===== src/rtl/pace_pkg.sv =====
// Shared types and helpers for the paced preamble sequencer.
// Assumes nothing beyond elaboration-time integer arithmetic.
package pace_pkg;

    typedef enum logic [1:0] {
        PS_IDLE  = 2'd0,
        PS_SETUP = 2'd1,
        PS_RUN   = 2'd2
    } pace_state_e;

    // Width needed to hold values 0..n (at least one bit).
    function automatic int cnt_w(input int n);
        return (n < 2) ? 1 : $clog2(n + 1);
    endfunction

endpackage


===== src/rtl/pace_setup_timer.sv =====
// Setup-delay timer. On load it arms with the short or long delay (in
// ticks) and reports expiry once that many edges have passed, counting
// the loading edge. Assumes SHORT_TICKS and LONG_TICKS are at least 1.
module pace_setup_timer #(
    parameter int SHORT_TICKS = 64,
    parameter int LONG_TICKS  = 128
) (
    input  logic clk,
    input  logic rst_n,
    input  logic load,
    input  logic use_long,
    input  logic clear,
    output logic expired
);
    import pace_pkg::*;

    localparam int MAXT = (LONG_TICKS > SHORT_TICKS) ? LONG_TICKS : SHORT_TICKS;
    localparam int W    = cnt_w(MAXT);
    localparam logic [W-1:0] SHORT_INIT = W'(SHORT_TICKS - 1);
    localparam logic [W-1:0] LONG_INIT  = W'(LONG_TICKS - 1);

    logic [W-1:0] remain;
    logic         armed;

    // Purpose: arm, count down, or disarm the delay counter.
    always_ff @(posedge clk) begin
        if (!rst_n) begin
            remain <= '0;
            armed  <= 1'b0;
        end else if (load) begin
            remain <= use_long ? LONG_INIT : SHORT_INIT;
            armed  <= 1'b1;
        end else if (clear) begin
            remain <= '0;
            armed  <= 1'b0;
        end else if (armed && (remain != '0)) begin
            remain <= remain - 1'b1;
        end
    end

    assign expired = armed && (remain == '0);

endmodule


===== src/rtl/pace_bus_quiet.sv =====
// Selection-quiet guard. Counts consecutive edges with the selection
// line sampled low, saturating at QUIET_TICKS; any high sample restarts
// the count. Assumes sel_active is already synchronous to clk.
module pace_bus_quiet #(
    parameter int QUIET_TICKS = 8
) (
    input  logic clk,
    input  logic rst_n,
    input  logic sel_active,
    output logic quiet_ok
);
    import pace_pkg::*;

    localparam int W = cnt_w(QUIET_TICKS);
    localparam logic [W-1:0] LIMIT = W'(QUIET_TICKS);

    logic [W-1:0] quiet_cnt;

    // Purpose: track how long the selection line has stayed negated.
    always_ff @(posedge clk) begin
        if (!rst_n) begin
            quiet_cnt <= '0;
        end else if (sel_active) begin
            quiet_cnt <= '0;
        end else if (quiet_cnt != LIMIT) begin
            quiet_cnt <= quiet_cnt + 1'b1;
        end
    end

    assign quiet_ok = (quiet_cnt == LIMIT);

endmodule


===== src/rtl/pace_strobe_gen.sv =====
// REQ / P1 generator with preamble counter. On launch both lines go high
// together; then REQ inverts every tick and P1 every second tick (on the
// edges where REQ returns high). P1 transitions are counted, the first
// assertion included; on the edge of the MIN_EDGES-th transition a
// one-tick pulse is raised and a sticky "met" flag set. Halt clears all.
// Assumes launch and halt are never both high.
module pace_strobe_gen #(
    parameter int MIN_EDGES = 8
) (
    input  logic clk,
    input  logic rst_n,
    input  logic launch,
    input  logic halt,
    output logic req,
    output logic p1,
    output logic done_pulse,
    output logic met
);
    import pace_pkg::*;

    localparam int W = cnt_w(MIN_EDGES);
    localparam logic [W-1:0] LAST     = W'(MIN_EDGES);
    localparam logic [W-1:0] PRE_LAST = W'(MIN_EDGES - 1);

    logic         running;
    logic         half;
    logic [W-1:0] edges;
    logic         p1_flip;
    logic         reach;

    assign p1_flip = running && half;
    assign reach   = p1_flip && (edges == PRE_LAST);

    // Purpose: drive the REQ and P1 lines and the half-rate phase bit.
    always_ff @(posedge clk) begin
        if (!rst_n || halt) begin
            running <= 1'b0;
            req     <= 1'b0;
            p1      <= 1'b0;
            half    <= 1'b0;
        end else if (launch) begin
            running <= 1'b1;
            req     <= 1'b1;
            p1      <= 1'b1;
            half    <= 1'b0;
        end else if (running) begin
            req  <= ~req;
            half <= ~half;
            if (p1_flip) begin
                p1 <= ~p1;
            end
        end
    end

    // Purpose: count P1 transitions and flag the end of the preamble.
    always_ff @(posedge clk) begin
        if (!rst_n || halt) begin
            edges      <= '0;
            done_pulse <= 1'b0;
            met        <= 1'b0;
        end else if (launch) begin
            edges      <= W'(1);
            done_pulse <= 1'b0;
            met        <= 1'b0;
        end else begin
            done_pulse <= reach;
            if (reach) begin
                met <= 1'b1;
            end
            if (p1_flip && (edges != LAST)) begin
                edges <= edges + 1'b1;
            end
        end
    end

endmodule


===== src/rtl/pace_preamble_seq.sv =====
// Top of the paced preamble sequencer. A control FSM accepts a start
// request, waits for the setup timer and the selection-quiet guard,
// then launches the strobe generator and holds the phase until start
// drops. One clock tick equals one transfer period. Reset is
// synchronous, active low. Assumes start, prev_was_out and sel_active
// are synchronous to clk.
module pace_preamble_seq #(
    parameter int SHORT_SETUP  = 64,
    parameter int LONG_SETUP   = 128,
    parameter int DESKEW_TICKS = 4,
    parameter int PRE_EDGES    = 8
) (
    input  logic clk,
    input  logic rst_n,
    input  logic start,
    input  logic prev_was_out,
    input  logic sel_active,
    output logic req_o,
    output logic p1_o,
    output logic phase_active,
    output logic preamble_done,
    output logic data_ok
);
    import pace_pkg::*;

    localparam int QUIET_TICKS = 2 * DESKEW_TICKS;
    localparam int PRE_USED    = (PRE_EDGES < 8) ? 8 : PRE_EDGES;

    pace_state_e state, state_nx;
    logic        tmr_load, tmr_clear, tmr_done;
    logic        bus_quiet;
    logic        gen_launch, gen_halt;

    // Purpose: choose the next state and the one-tick control strobes.
    always_comb begin
        state_nx   = state;
        tmr_load   = 1'b0;
        tmr_clear  = 1'b0;
        gen_launch = 1'b0;
        gen_halt   = 1'b0;
        unique case (state)
            PS_IDLE: begin
                if (start) begin
                    state_nx = PS_SETUP;
                    tmr_load = 1'b1;
                end
            end
            PS_SETUP: begin
                if (!start) begin
                    state_nx  = PS_IDLE;
                    tmr_clear = 1'b1;
                    gen_halt  = 1'b1;
                end else if (tmr_done && bus_quiet) begin
                    state_nx   = PS_RUN;
                    tmr_clear  = 1'b1;
                    gen_launch = 1'b1;
                end
            end
            PS_RUN: begin
                if (!start) begin
                    state_nx = PS_IDLE;
                    gen_halt = 1'b1;
                end
            end
            default: begin
                state_nx  = PS_IDLE;
                tmr_clear = 1'b1;
                gen_halt  = 1'b1;
            end
        endcase
    end

    // Purpose: hold the control state.
    always_ff @(posedge clk) begin
        if (!rst_n) begin
            state <= PS_IDLE;
        end else begin
            state <= state_nx;
        end
    end

    pace_setup_timer #(
        .SHORT_TICKS (SHORT_SETUP),
        .LONG_TICKS  (LONG_SETUP)
    ) u_timer (
        .clk      (clk),
        .rst_n    (rst_n),
        .load     (tmr_load),
        .use_long (prev_was_out),
        .clear    (tmr_clear),
        .expired  (tmr_done)
    );

    pace_bus_quiet #(
        .QUIET_TICKS (QUIET_TICKS)
    ) u_quiet (
        .clk        (clk),
        .rst_n      (rst_n),
        .sel_active (sel_active),
        .quiet_ok   (bus_quiet)
    );

    pace_strobe_gen #(
        .MIN_EDGES (PRE_USED)
    ) u_gen (
        .clk        (clk),
        .rst_n      (rst_n),
        .launch     (gen_launch),
        .halt       (gen_halt),
        .req        (req_o),
        .p1         (p1_o),
        .done_pulse (preamble_done),
        .met        (data_ok)
    );

    assign phase_active = (state == PS_RUN);

endmodule


===== config.mk =====
export PLATFORM = sky130hd
export DESIGN_NAME = pace_preamble_seq
export DESIGN_NICKNAME = d
export VERILOG_FILES = /design/src/rtl/pace_pkg.sv /design/src/rtl/pace_setup_timer.sv /design/src/rtl/pace_bus_quiet.sv /design/src/rtl/pace_strobe_gen.sv /design/src/rtl/pace_preamble_seq.sv
export SDC_FILE = /design/constraint.sdc
export NUM_CORES = 1
export LEC_CHECK = 0
export ABC_AREA = 1
export BUFFER_PORTS_ARGS = -buffer_cell sky130_fd_sc_hd__buf_2
export CORE_ASPECT_RATIO = 1.25
export CORE_MARGIN = 10
export CORE_UTILIZATION = 63
export DETAILED_ROUTE_END_ITERATION = 8
export GPL_TIMING_DRIVEN = 0
export MAX_ROUTING_LAYER = met4
export PLACE_DENSITY_LB_ADDON = 0.05
export SLEW_MARGIN = 10
export SYNTH_ARGS = -nofsm -noshare
export SYNTH_HDL_FRONTEND = slang
export SYNTH_HIERARCHICAL = 1
export SYNTH_SLANG_ARGS = --single-unit

===== constraint.sdc =====
create_clock -name clk -period 3.9 [get_ports clk]
set_input_delay 0.195 -clock clk [delete_from_list [all_inputs] [get_ports clk]]
set_output_delay 0.195 -clock clk [all_outputs]
set_load 0.01 [all_outputs]

=== After elaboration in Yosys (flattened, before gate mapping) ===
Cells that the tools add are included.

* Word-level logic and storage cells: 77
* Input bits: 5
* Bits in registers: 25
* Output and inout port bits: 5

* Add/sub/neg operators: 3
* Reduce and logical (&&, ||, !) cells: 22
* Equality and inequality tests: 9
* Bitwise logic cells: 4
* Multiplexer cells: 27

{| class="wikitable"
|+ Operators by type and width
! kind !! count
|-
| $mux W8 || 3
|-
| $mux W1 || 16
|-
| $add A4 B1 Y4 const B || 2
|-
| $logic_not A8 Y1 || 1
|-
| $mux W2 || 4
|-
| $ne A4 B4 Y1 const B || 2
|-
| $reduce_bool A2 Y1 || 4
|-
| $reduce_bool A8 Y1 || 1
|-
| $reduce_or A2 Y1 || 4
|-
| $sub A8 B1 Y8 const B || 1
|-
| $mux W7 || 1
|-
| $logic_and A1 B1 Y1 || 6
|-
| $pmux W2 S3 || 1
|-
| $eq A4 B3 Y1 const B || 1
|-
| $eq A4 B4 Y1 const B || 1
|-
| $ne A2 B2 Y1 const B || 2
|-
| $not A1 Y1 || 4
|-
| $pmux W1 S2 || 2
|-
| $ne A3 B3 Y1 const B || 1
|-
| $reduce_and A3 Y1 || 1
|-
| $reduce_bool A3 Y1 || 1
|-
| $eq A2 B1 Y1 const B || 1
|-
| $eq A2 B2 Y1 const B || 1
|-
| $logic_not A2 Y1 || 1
|-
| 3 further kinds || 3
|}

=== Depth between registers and ports, before layout ===
Gate-level depths: netlist of the first run.

* Depth after elaboration: 8
* Mapped depth: 11
* Gate-level depth less buffers: 11

=== Modules after synthesis ===
Netlist of the first run, hierarchy kept.

{| class="wikitable"
|+ Modules (own cells, without submodules)
! module !! seq. area each (um^2) !! cells each !! area an instance (um^2) !! times used
|-
| pace_setup_timer || 180.2 || 86 || 545.5 || 1
|-
| pace_strobe_gen || 200.2 || 59 || 445.4 || 1
|-
| pace_bus_quiet || 80.1 || 33 || 216.5 || 1
|-
| pace_preamble_seq || 40.0 || 34 || 206.4 || 1
|}

=== Worst setup path before layout of the first run ===
No wires, ideal clock.

* Kind: register to register
* Start: register u_timer.remain[0]
* End: register u_timer.remain[5]
* Stages on the path, launching flop included: 12
* Path buffers: 0
* Required time: 3783 ps
* Data arrival time: 1730 ps
* Slack: 2053 ps
* Setup time: 117 ps
* Period minus slack after synthesis: 1847 ps
* Cells stage by stage: dfxtp_1 -> inv_1 -> ha_1 -> nand2_2 -> nor3_1 -> nand2_1 -> a21oi_1 -> nor2_1 -> nand2_4 -> nand2_4 -> nor2_1 -> nor2_1

* Longest elaborated chain between the ends: 8
* Elaborated cells on any way between the ends: 13
* Classes of those cells: 1 x add/sub; 6 x mux; 6 x reduce/logical

{| class="wikitable"
|+ Ends and longest elaborated chain
! element !! RTL line !! RTL
|-
| start, declared || pace_setup_timer.sv:22 || <nowiki>logic [W-1:0] remain;</nowiki>
|-
| start signal, assigned || pace_setup_timer.sv:31 || <nowiki>remain <= use_long ? LONG_INIT : SHORT_INIT;</nowiki>
|-
| start signal, assigned || pace_setup_timer.sv:37 || <nowiki>remain <= remain - 1'b1;</nowiki>
|-
| $logic_not A8 Y1 * || pace_setup_timer.sv:41 || <nowiki>assign expired = armed && (remain == '0);</nowiki>
|-
| $logic_and A1 B1 Y1 * || pace_setup_timer.sv:41 ||
|-
| via tmr_done || pace_preamble_seq.sv:30 || <nowiki>logic tmr_load, tmr_clear, tmr_done;</nowiki>
|-
| $logic_and A1 B1 Y1 * || pace_preamble_seq.sv:53 || <nowiki>end else if (tmr_done && bus_quiet) begin</nowiki>
|-
| $mux W1 * || pace_preamble_seq.sv:53 ||
|-
| $mux W1 * || pace_preamble_seq.sv:49 || <nowiki>if (!start) begin</nowiki>
|-
| $pmux W1 S2 * || pace_preamble_seq.sv:41 || <nowiki>unique case (state)</nowiki>
|-
| via tmr_clear || pace_preamble_seq.sv:30 ||
|-
| $mux W8 || pace_setup_timer.sv:33 || <nowiki>end else if (clear) begin</nowiki>
|-
| $mux W8 || pace_setup_timer.sv:30 || <nowiki>end else if (load) begin</nowiki>
|}

The timed path passes the listed nets; every way through them passes the cells marked *. The select of a mux whose other input is x is not followed.
A chain may end at the register's enable or synchronous reset.

=== Final worst setup path of the first run ===
Same ends and word-level chain as after synthesis.

==> results by group, run 1 <==
Critical path
  • Critical Path Max Stage Delay: 0.44 ns
  • Crit path top cell by count: nor2_1
  • Crit path kind: register to register
  • Arrival @ worst endpoint: 2.46 ns
  • Startpoint types: register
  • R2R depth: 11
  • R2R setup slack: 1.66 ns
  • Critical Path End Type: register
  • Reg2reg start: u_timer/remain[0]
  • Crit-path slowest cell: a21oi_1
  • Worst r2r dst: u_timer/remain[5]
  • Critical Path Fanout Max: 10
  • Data required, critical path: 4.11 ns
  • Critical path, cell by cell: inv_1, ha_1, nand2_2, nor3_1, nand2_1, a21oi_1, nor2_1, nand2_4, nand2_4, nor2_1, nor2_1

CTS
  • Reg clk slew, reported paths: 0.14 ns
  • Cts repair resizes: 0
  • Clock buffer depth: 2
  • Hold buffers post-CTS: 0
  • CTS sink cnt: 25
  • Total CTS buffers: 3
  • Post-CTS Setup Bufs: 0
  • CTS tree: done
  • Clock root cell: clkbuf_4
  • Worst skew pair latency: 0.32 ns
  • H-tree depth: 1

Power and ir drop
  • Clock share of power: 20.3%
  • Internal power contribution: 0.0003675 W
  • Power density cells: 368.0 nW/µm²
  • Sequential power share: between 50% and 60%
  • Leak Pwr: 0.7177 nW
  • Switching power: 0.0001933 W
  • Sw Ratio: about 34%
  • Comb pwr share: 27.7%
  • Max VDD drop: 0.0002608 V
  • Tot Pwr: 0.0005608 W

STA
  • Final hold viol count: 0
  • Tmin final: 2.242 ns
  • Final Skew: approximately 0.012 ns
  • TNS Setup: 0 ns
  • Final period util: 57.50%
  • Fmax achieved: 446.0 MHz
  • Slew Limit Fails: 0
  • Worst slew pin tran: 0.5196 ns
  • Slew HR: 65.36%
  • RSZ-0062 raised after global routing: false
  • Setup violations, final: 0

Logic synthesis
  • Syn Nets: 226
  • Mapped Area: roughly 1400 µm²
  • Post-synth cell types: 23
  • Yosys reg bits: 25
  • Post-synthesis area per instance: 6.669 µm²
  • Ys Warns: 6
  • Cell count after synthesis: around 210
  • Sequential area share after synthesis: 35.40%

Drt
  • Number of vias per cell: 4.938
  • Wire length per cell: 10.61 µm
  • DRC errors left: 0
  • DRT iter0 DRCs: 34
  • DR pass1 iterations: 6
  • Antenna-violating nets left: 0
  • Routed via count: roughly 1,300
  • Detailed Route WL: 2715 µm

Worst hold path
  • Hold-critical path depth: 4
  • Worst min-delay path startpoint: sel_active
  • Hold WC Path Type: primary input to register
  • Hold Path Sink: u_quiet/quiet_cnt[1]

Floorplan
  • Core ar.: 2163 µm²
  • Row count: 19
  • Die W: about 62 µm
  • Starting Density: 65.36%
  • Ports: 10
  • Die ar.: between 4000 and 5000 µm²
  • Die height: 72.97 µm

Status
  • Outcome: finished, final reports clean

Place
  • I/O Buffers: 9
  • GPL Wtd Cong: 0.8310
  • HPWL after DPL: approximately 2100 µm

Global routing
  • Initial antenna violation count: 0
  • Pin count of the biggest net entering global routing: 14
  • First-pass GRT wire length: approximately 4700 µm
  • GRT overflow: 0
  • Gr usage total: 12.70%
  • Vias in the first global route: between 1,000 and 1,500

Job
  • Max-cap violations: 0

Cells and area
  • Fraction of layout cells with a size suffix above 1: 12.00%
  • Area Overhead vs Synth: 7.787%
  • Final core utilization: 70.45%
  • Most frequent cells in the layout: nand2_1 (47), inv_1 (36), nor2_1 (33), dfxtp_1 (25), a21oi_1 (16)
  • Commonest non-fill, non-tap cell in the layout: nand2_1
  • Ant. Diodes: 0
  • Fill count: 184
  • Nets: 240
[synth_stat cells, drive strengths merged]
cell,n,area (µm²)
a21oi,17,88.84
clkinv,1,5.000
dfxtp,25,500.5
ha,9,112.6
inv,39,146.4
nand2,52,222.7
nand3,13,70.07
nand3b,1,7.510
nand4,2,12.51
nor2,36,142.6
nor3,4,20.02
o21ai,10,61.31
or2,1,6.260
xnor2,1,8.760
xor2,1,8.760
[per-stage QoR]
step	hold WS, ns	setup slack, ns	cell area, µm²	cells
2_1_floorplan	0.3154	2.053	1414	212
3_3_place_gp	0.4354	1.718	1498	252
3_5_place_dp	0.4424	1.682	1498	252
4_1_cts	0.1339	1.658	1524	256
5_1_grt	0.1234	1.375	1524	256
6_report	0.1498	1.658	1524	256
[per-layer routing]
layer | global-route usage [%] | part of all wire [%] | vias to the layer above | routed length, µm
met4 | 5.721 | 1.4 | 0 | 38
met2 | 24.54 | 54 | 10 | 1453
met1 | 11.98 | 43 | 570 | 1168
met5 | - | 0 | - | 0
met3 | 2.304 | 2.0 | 4 | 55
li1 | - | - | 680 | -
[flip-flops by register name, summed over array words and instances (netlist names)]
name	cells
u_timer/remain	8
u_gen/edges	4
u_quiet/quiet_cnt	4
state	2
u_gen/done_pulse	1
u_gen/half	1
u_gen/met	1
u_gen/p1	1
u_gen/req	1
u_gen/running	1
u_timer/armed	1
[worst max-delay path: cells and delay by family (launching register included)]
kind	cells	cell delay, ns
compound gates	1	0.44
simple gates	8	1.07
flops	1	0.36
buf+inv	1	0.06
fa+ha+maj	1	0.19
[worst max-delay path by stage]
stage,slack [ns],from,end,cells past startpoint
global placement,1.72,u_timer/remain[0],u_timer/remain[5],11
detailed placement,1.68,u_timer/remain[0],u_timer/remain[5],11
global route,1.37,u_timer/remain[0],u_timer/remain[5],11
floorplan,2.05,u_timer/remain[0],u_timer/remain[5],11
CTS,1.66,u_timer/remain[0],u_timer/remain[5],11
finish,1.66,u_timer/remain[0],u_timer/remain[5],11
[power by group through the flow]
stage                     Combinational, W  Sequential (W)  Clock, W
after floorplan                   0.000124        0.000292         0
after global placement            0.000146        0.000297         0
after detailed placement          0.000154        0.000297         0
after CTS                         0.000155        0.000292  0.000118
after global routing              0.000178        0.000295  0.000128
final                             0.000155        0.000292  0.000114
[cells by family (layout without fill, tap and decap cells)]
kind of cell,Yosys count,count (layout),synth area share (%)
compound gates,27,27,10.62
flops,25,25,35.40
fa+ha+maj,9,9,7.965
xor+xnor,2,2,1.239
buf+inv,40,53,10.71
simple gates,109,109,34.07
[area by class of cell]
class / instances / area (µm²) / share of cell area, %
clock buffer: 4 / 26.28 / 1.724
timing repair buffer: 9 / 45.04 / 2.956
inverter: 40 / 151.4 / 9.934
tap: 31 / 38.79 / 2.545
sequential: 25 / 500.5 / 32.84
multi-input combinational: 147 / 762.0 / 50.00
(Power assumes the default switching activity.)
==> run 2: changes to the inputs <==
--- a/config.mk
+++ b/config.mk
@@ -9,7 +9,7 @@
 export BUFFER_PORTS_ARGS = -buffer_cell sky130_fd_sc_hd__buf_2
 export CORE_ASPECT_RATIO = 1.25
 export CORE_MARGIN = 10
-export CORE_UTILIZATION = 63
+export CORE_UTILIZATION = 53
 export DETAILED_ROUTE_END_ITERATION = 8
 export GPL_TIMING_DRIVEN = 0
 export MAX_ROUTING_LAYER = met4
==> constraint.sdc (replaced) <==
create_clock -name clk -period 1.8 [get_ports clk]
set_input_delay 0.09 -clock clk [delete_from_list [all_inputs] [get_ports clk]]
set_output_delay 0.09 -clock clk [all_outputs]
set_load 0.01 [all_outputs]
==> results by group, run 2 (same netlist as run 1, synthesis figures left out) <==
Global routing
  • GRT overflow: 0 (unchanged)
  • First-pass GRT wire length: 4712 µm (was 4747 µm)
  • Vias in the first global route: 1,173 (was 1,197)
  • Gr usage total: 11.35% (was 12.70%)
  • Pin count of the biggest net entering global routing: 15 (was 14)
  • Initial antenna violation count: 0 (unchanged)

Drt
  • DRT iter0 DRCs: 80 (was 34)
  • Detailed Route WL: 2893 µm (was 2715 µm)
  • Wire length per cell: 10.88 µm (was 10.61 µm)
  • DR pass1 iterations: 4 (was 6)
  • Antenna-violating nets left: 0 (unchanged)
  • DRC errors left: 0 (unchanged)
  • Routed via count: 1,301 (was 1,264)
  • Number of vias per cell: 4.891 (was 4.938)

CTS
  • CTS sink cnt: 25 (unchanged)
  • Reg clk slew, reported paths: 0.13 ns (was 0.14 ns)
  • Total CTS buffers: 3 (unchanged)
  • Hold buffers post-CTS: 0 (unchanged)
  • H-tree depth: 1 (unchanged)
  • CTS tree: done (unchanged)
  • Clock root cell: clkbuf_4 (unchanged)
  • Clock buffer depth: 2 (unchanged)
  • Worst skew pair latency: 0.32 ns (about the same)

Cells and area
  • Fraction of layout cells with a size suffix above 1: 21.46% (was 12.00%)
  • Final instance area: 1664 µm² (was 1524 µm²)
  • Largest regs: u_timer/remain x8, u_gen/edges x4, u_quiet/quiet_cnt x4 (unchanged)
  • Fill count: 221 (was 184)
  • Max FFs per register: 8 (unchanged)
  • Area Overhead vs Synth: 17.70% (was 7.787%)
  • Most frequent cells in the layout: nand2_1 (45), inv_1 (35), nor2_1 (30), dfxtp_1 (21), a21oi_1 (14) (was nand2_1 (47), inv_1 (36), nor2_1 (33), dfxtp_1 (25), a21oi_1 (16))
  • Ant. Diodes: 0 (unchanged)
  • Biggest register: u_timer/remain (unchanged)
  • Commonest non-fill, non-tap cell in the layout: nand2_1 (unchanged)
  • FF+latch area: 508.0 µm² (was 500.5 µm²)
  • Final cell count without fillers: 266 (was 256)
  • Multi-input gate area: 834.6 µm² (was 762.0 µm²)
  • Nets: 248 (was 240)

Floorplan
  • Core ar.: 2502 µm² (was 2163 µm²)
  • Die height: 77.75 µm (was 72.97 µm)
  • Row count: 20 (was 19)
  • Ports: 10 (unchanged)
  • Starting Density: 56.50% (was 65.36%)
  • Die W: 66.20 µm (was 62.37 µm)
  • Die ar.: 5146 µm² (was 4551 µm²)

Power and ir drop
  • Leak Pwr: 0.7756 nW (was 0.7177 nW)
  • Max VDD drop: 0.0005668 V (was 0.0002608 V)
  • Power density cells: 793.5 nW/µm² (was 368.0 nW/µm²)

Place
  • I/O Buffers: 9 (unchanged)
  • HPWL after DPL: 2092 µm (was 2141 µm)
  • Post-Place Cell Area: 1504 µm² (was 1498 µm²)
  • Placed cells: 254 (was 252)
  • GPL Wtd Cong: 0.8270 (was 0.8310)

Critical path
  • Critical Path End Type: register (unchanged)
  • Arrival @ worst endpoint: 1.94 ns (was 2.46 ns)
  • Crit path top cell by count: nor2_1 (unchanged)
  • Crit-path slowest cell: dfxtp_2 (was a21oi_1)
  • Critical path, cell by cell: inv_1, ha_4, nand2_4, nor3_4, nand2_2, a21oi_4, buf_6, inv_1, nand2_1, nor2_1, nor2_1, nor2_1 (was inv_1, ha_1, nand2_2, nor3_1, nand2_1, a21oi_1, nor2_1, nand2_4, nand2_4, nor2_1, nor2_1)
  • Crit path kind: register to register (unchanged)
  • Startpoint types: register (unchanged)
  • Data required, critical path: 2.03 ns (was 4.11 ns)
  • Critical Path Max Stage Delay: 0.36 ns (was 0.44 ns)
  • Critical Path Fanout Max: 5 (was 10)

STA
  • Setup violations, final: 0 (unchanged)
  • Final hold viol count: 0 (unchanged)
  • Slew HR: 69.30% (was 65.36%)
  • Fmax achieved: 586.4 MHz (was 446.0 MHz)
  • Final Skew: 0.006707 ns (was 0.01172 ns)
  • Tmin final: 1.705 ns (was 2.242 ns)
  • Slew Limit Fails: 0 (unchanged)
  • Worst slew pin tran: 0.4570 ns (was 0.5196 ns)
  • Final period util: 94.74% (was 57.50%)

Status
  • Outcome: finished, final reports clean (unchanged)

Job
  • Max-cap violations: 0 (unchanged)

Worst hold path
  • Hold WC Path Type: primary input to register (unchanged)
## run 2: area by class of cell
cell class / count / area share, %
multi-input combinational: 148 / 50.15
sequential: 25 / 30.53
inverter: 40 / 9.098
timing repair buffer: 16 / 6.090
tap: 33 / 2.481
clock buffer: 3 / 1.353
clock inverter: 1 / 0.3008
## run 2: per-layer routing
layer | vias up | wire, µm | GRT usage [%] | part of all wire (%)
li1 | 700 | - | - | -
met1 | 580 | 1336 | 12.79 | 46
met2 | 17 | 1395 | 18.33 | 48
met3 | 4 | 111 | 2.155 | 3.8
met4 | 0 | 49 | 5.882 | 1.7
met5 | - | 0 | - | 0
## run 2: where the power goes
part | internal (W) | switching [W]
Combinational | 0.000173 | 0.000262
Sequential | 0.000595 | 0.0000406
Clock | 0.0000833 | 0.000167
Total | 0.000851 | 0.000469
## run 2: path summary, 6_finish.rpt
check        slack [ns]               from  cells past startpoint                    to
min                0.01         sel_active                      4  u_quiet/quiet_cnt[0]
min reg2reg        0.46          u_gen/met                      2             u_gen/met
max reg2reg        0.09  u_timer/remain[1]                     12     u_timer/remain[4]
max                0.09  u_timer/remain[1]                     12     u_timer/remain[4]
## run 2: timing repair
action                                 CTS  global route
resized for setup                        5            16
endpoints found under the hold margin    0             0
pin swaps                                1             6
setup endpoints to repair                8            17
buffers inserted                         3             4
cloned                                   0             1
## run 2: through the flow
step | TNS (ns) | worst slack [ns] | total power (W) | hold WS [ns] | util (%)
finish | 0 | 0.09476 | 0.001320 | 0.01247 | 66.50
global route | -0.03464 | -0.02273 | 0.001411 | 0.002476 | 66.50
CTS | 0 | 0.01049 | 0.001265 | 0.006191 | 62.95
detailed placement | -1.879 | -0.2704 | 0.0009774 | 0.3682 | 60.10
global placement | -1.693 | -0.2576 | 0.0009624 | 0.3568 | 60.10
floorplan | 0 | 0.04697 | 0.0009043 | 0.2104 | -
## run 2: worst max-delay path, delay by kind of cell (launching register included)
family	cells	cell delay (ns)
fa+ha+maj	1	0.16
flops	1	0.36
buf+inv	3	0.29
compound gates	1	0.19
simple gates	7	0.62
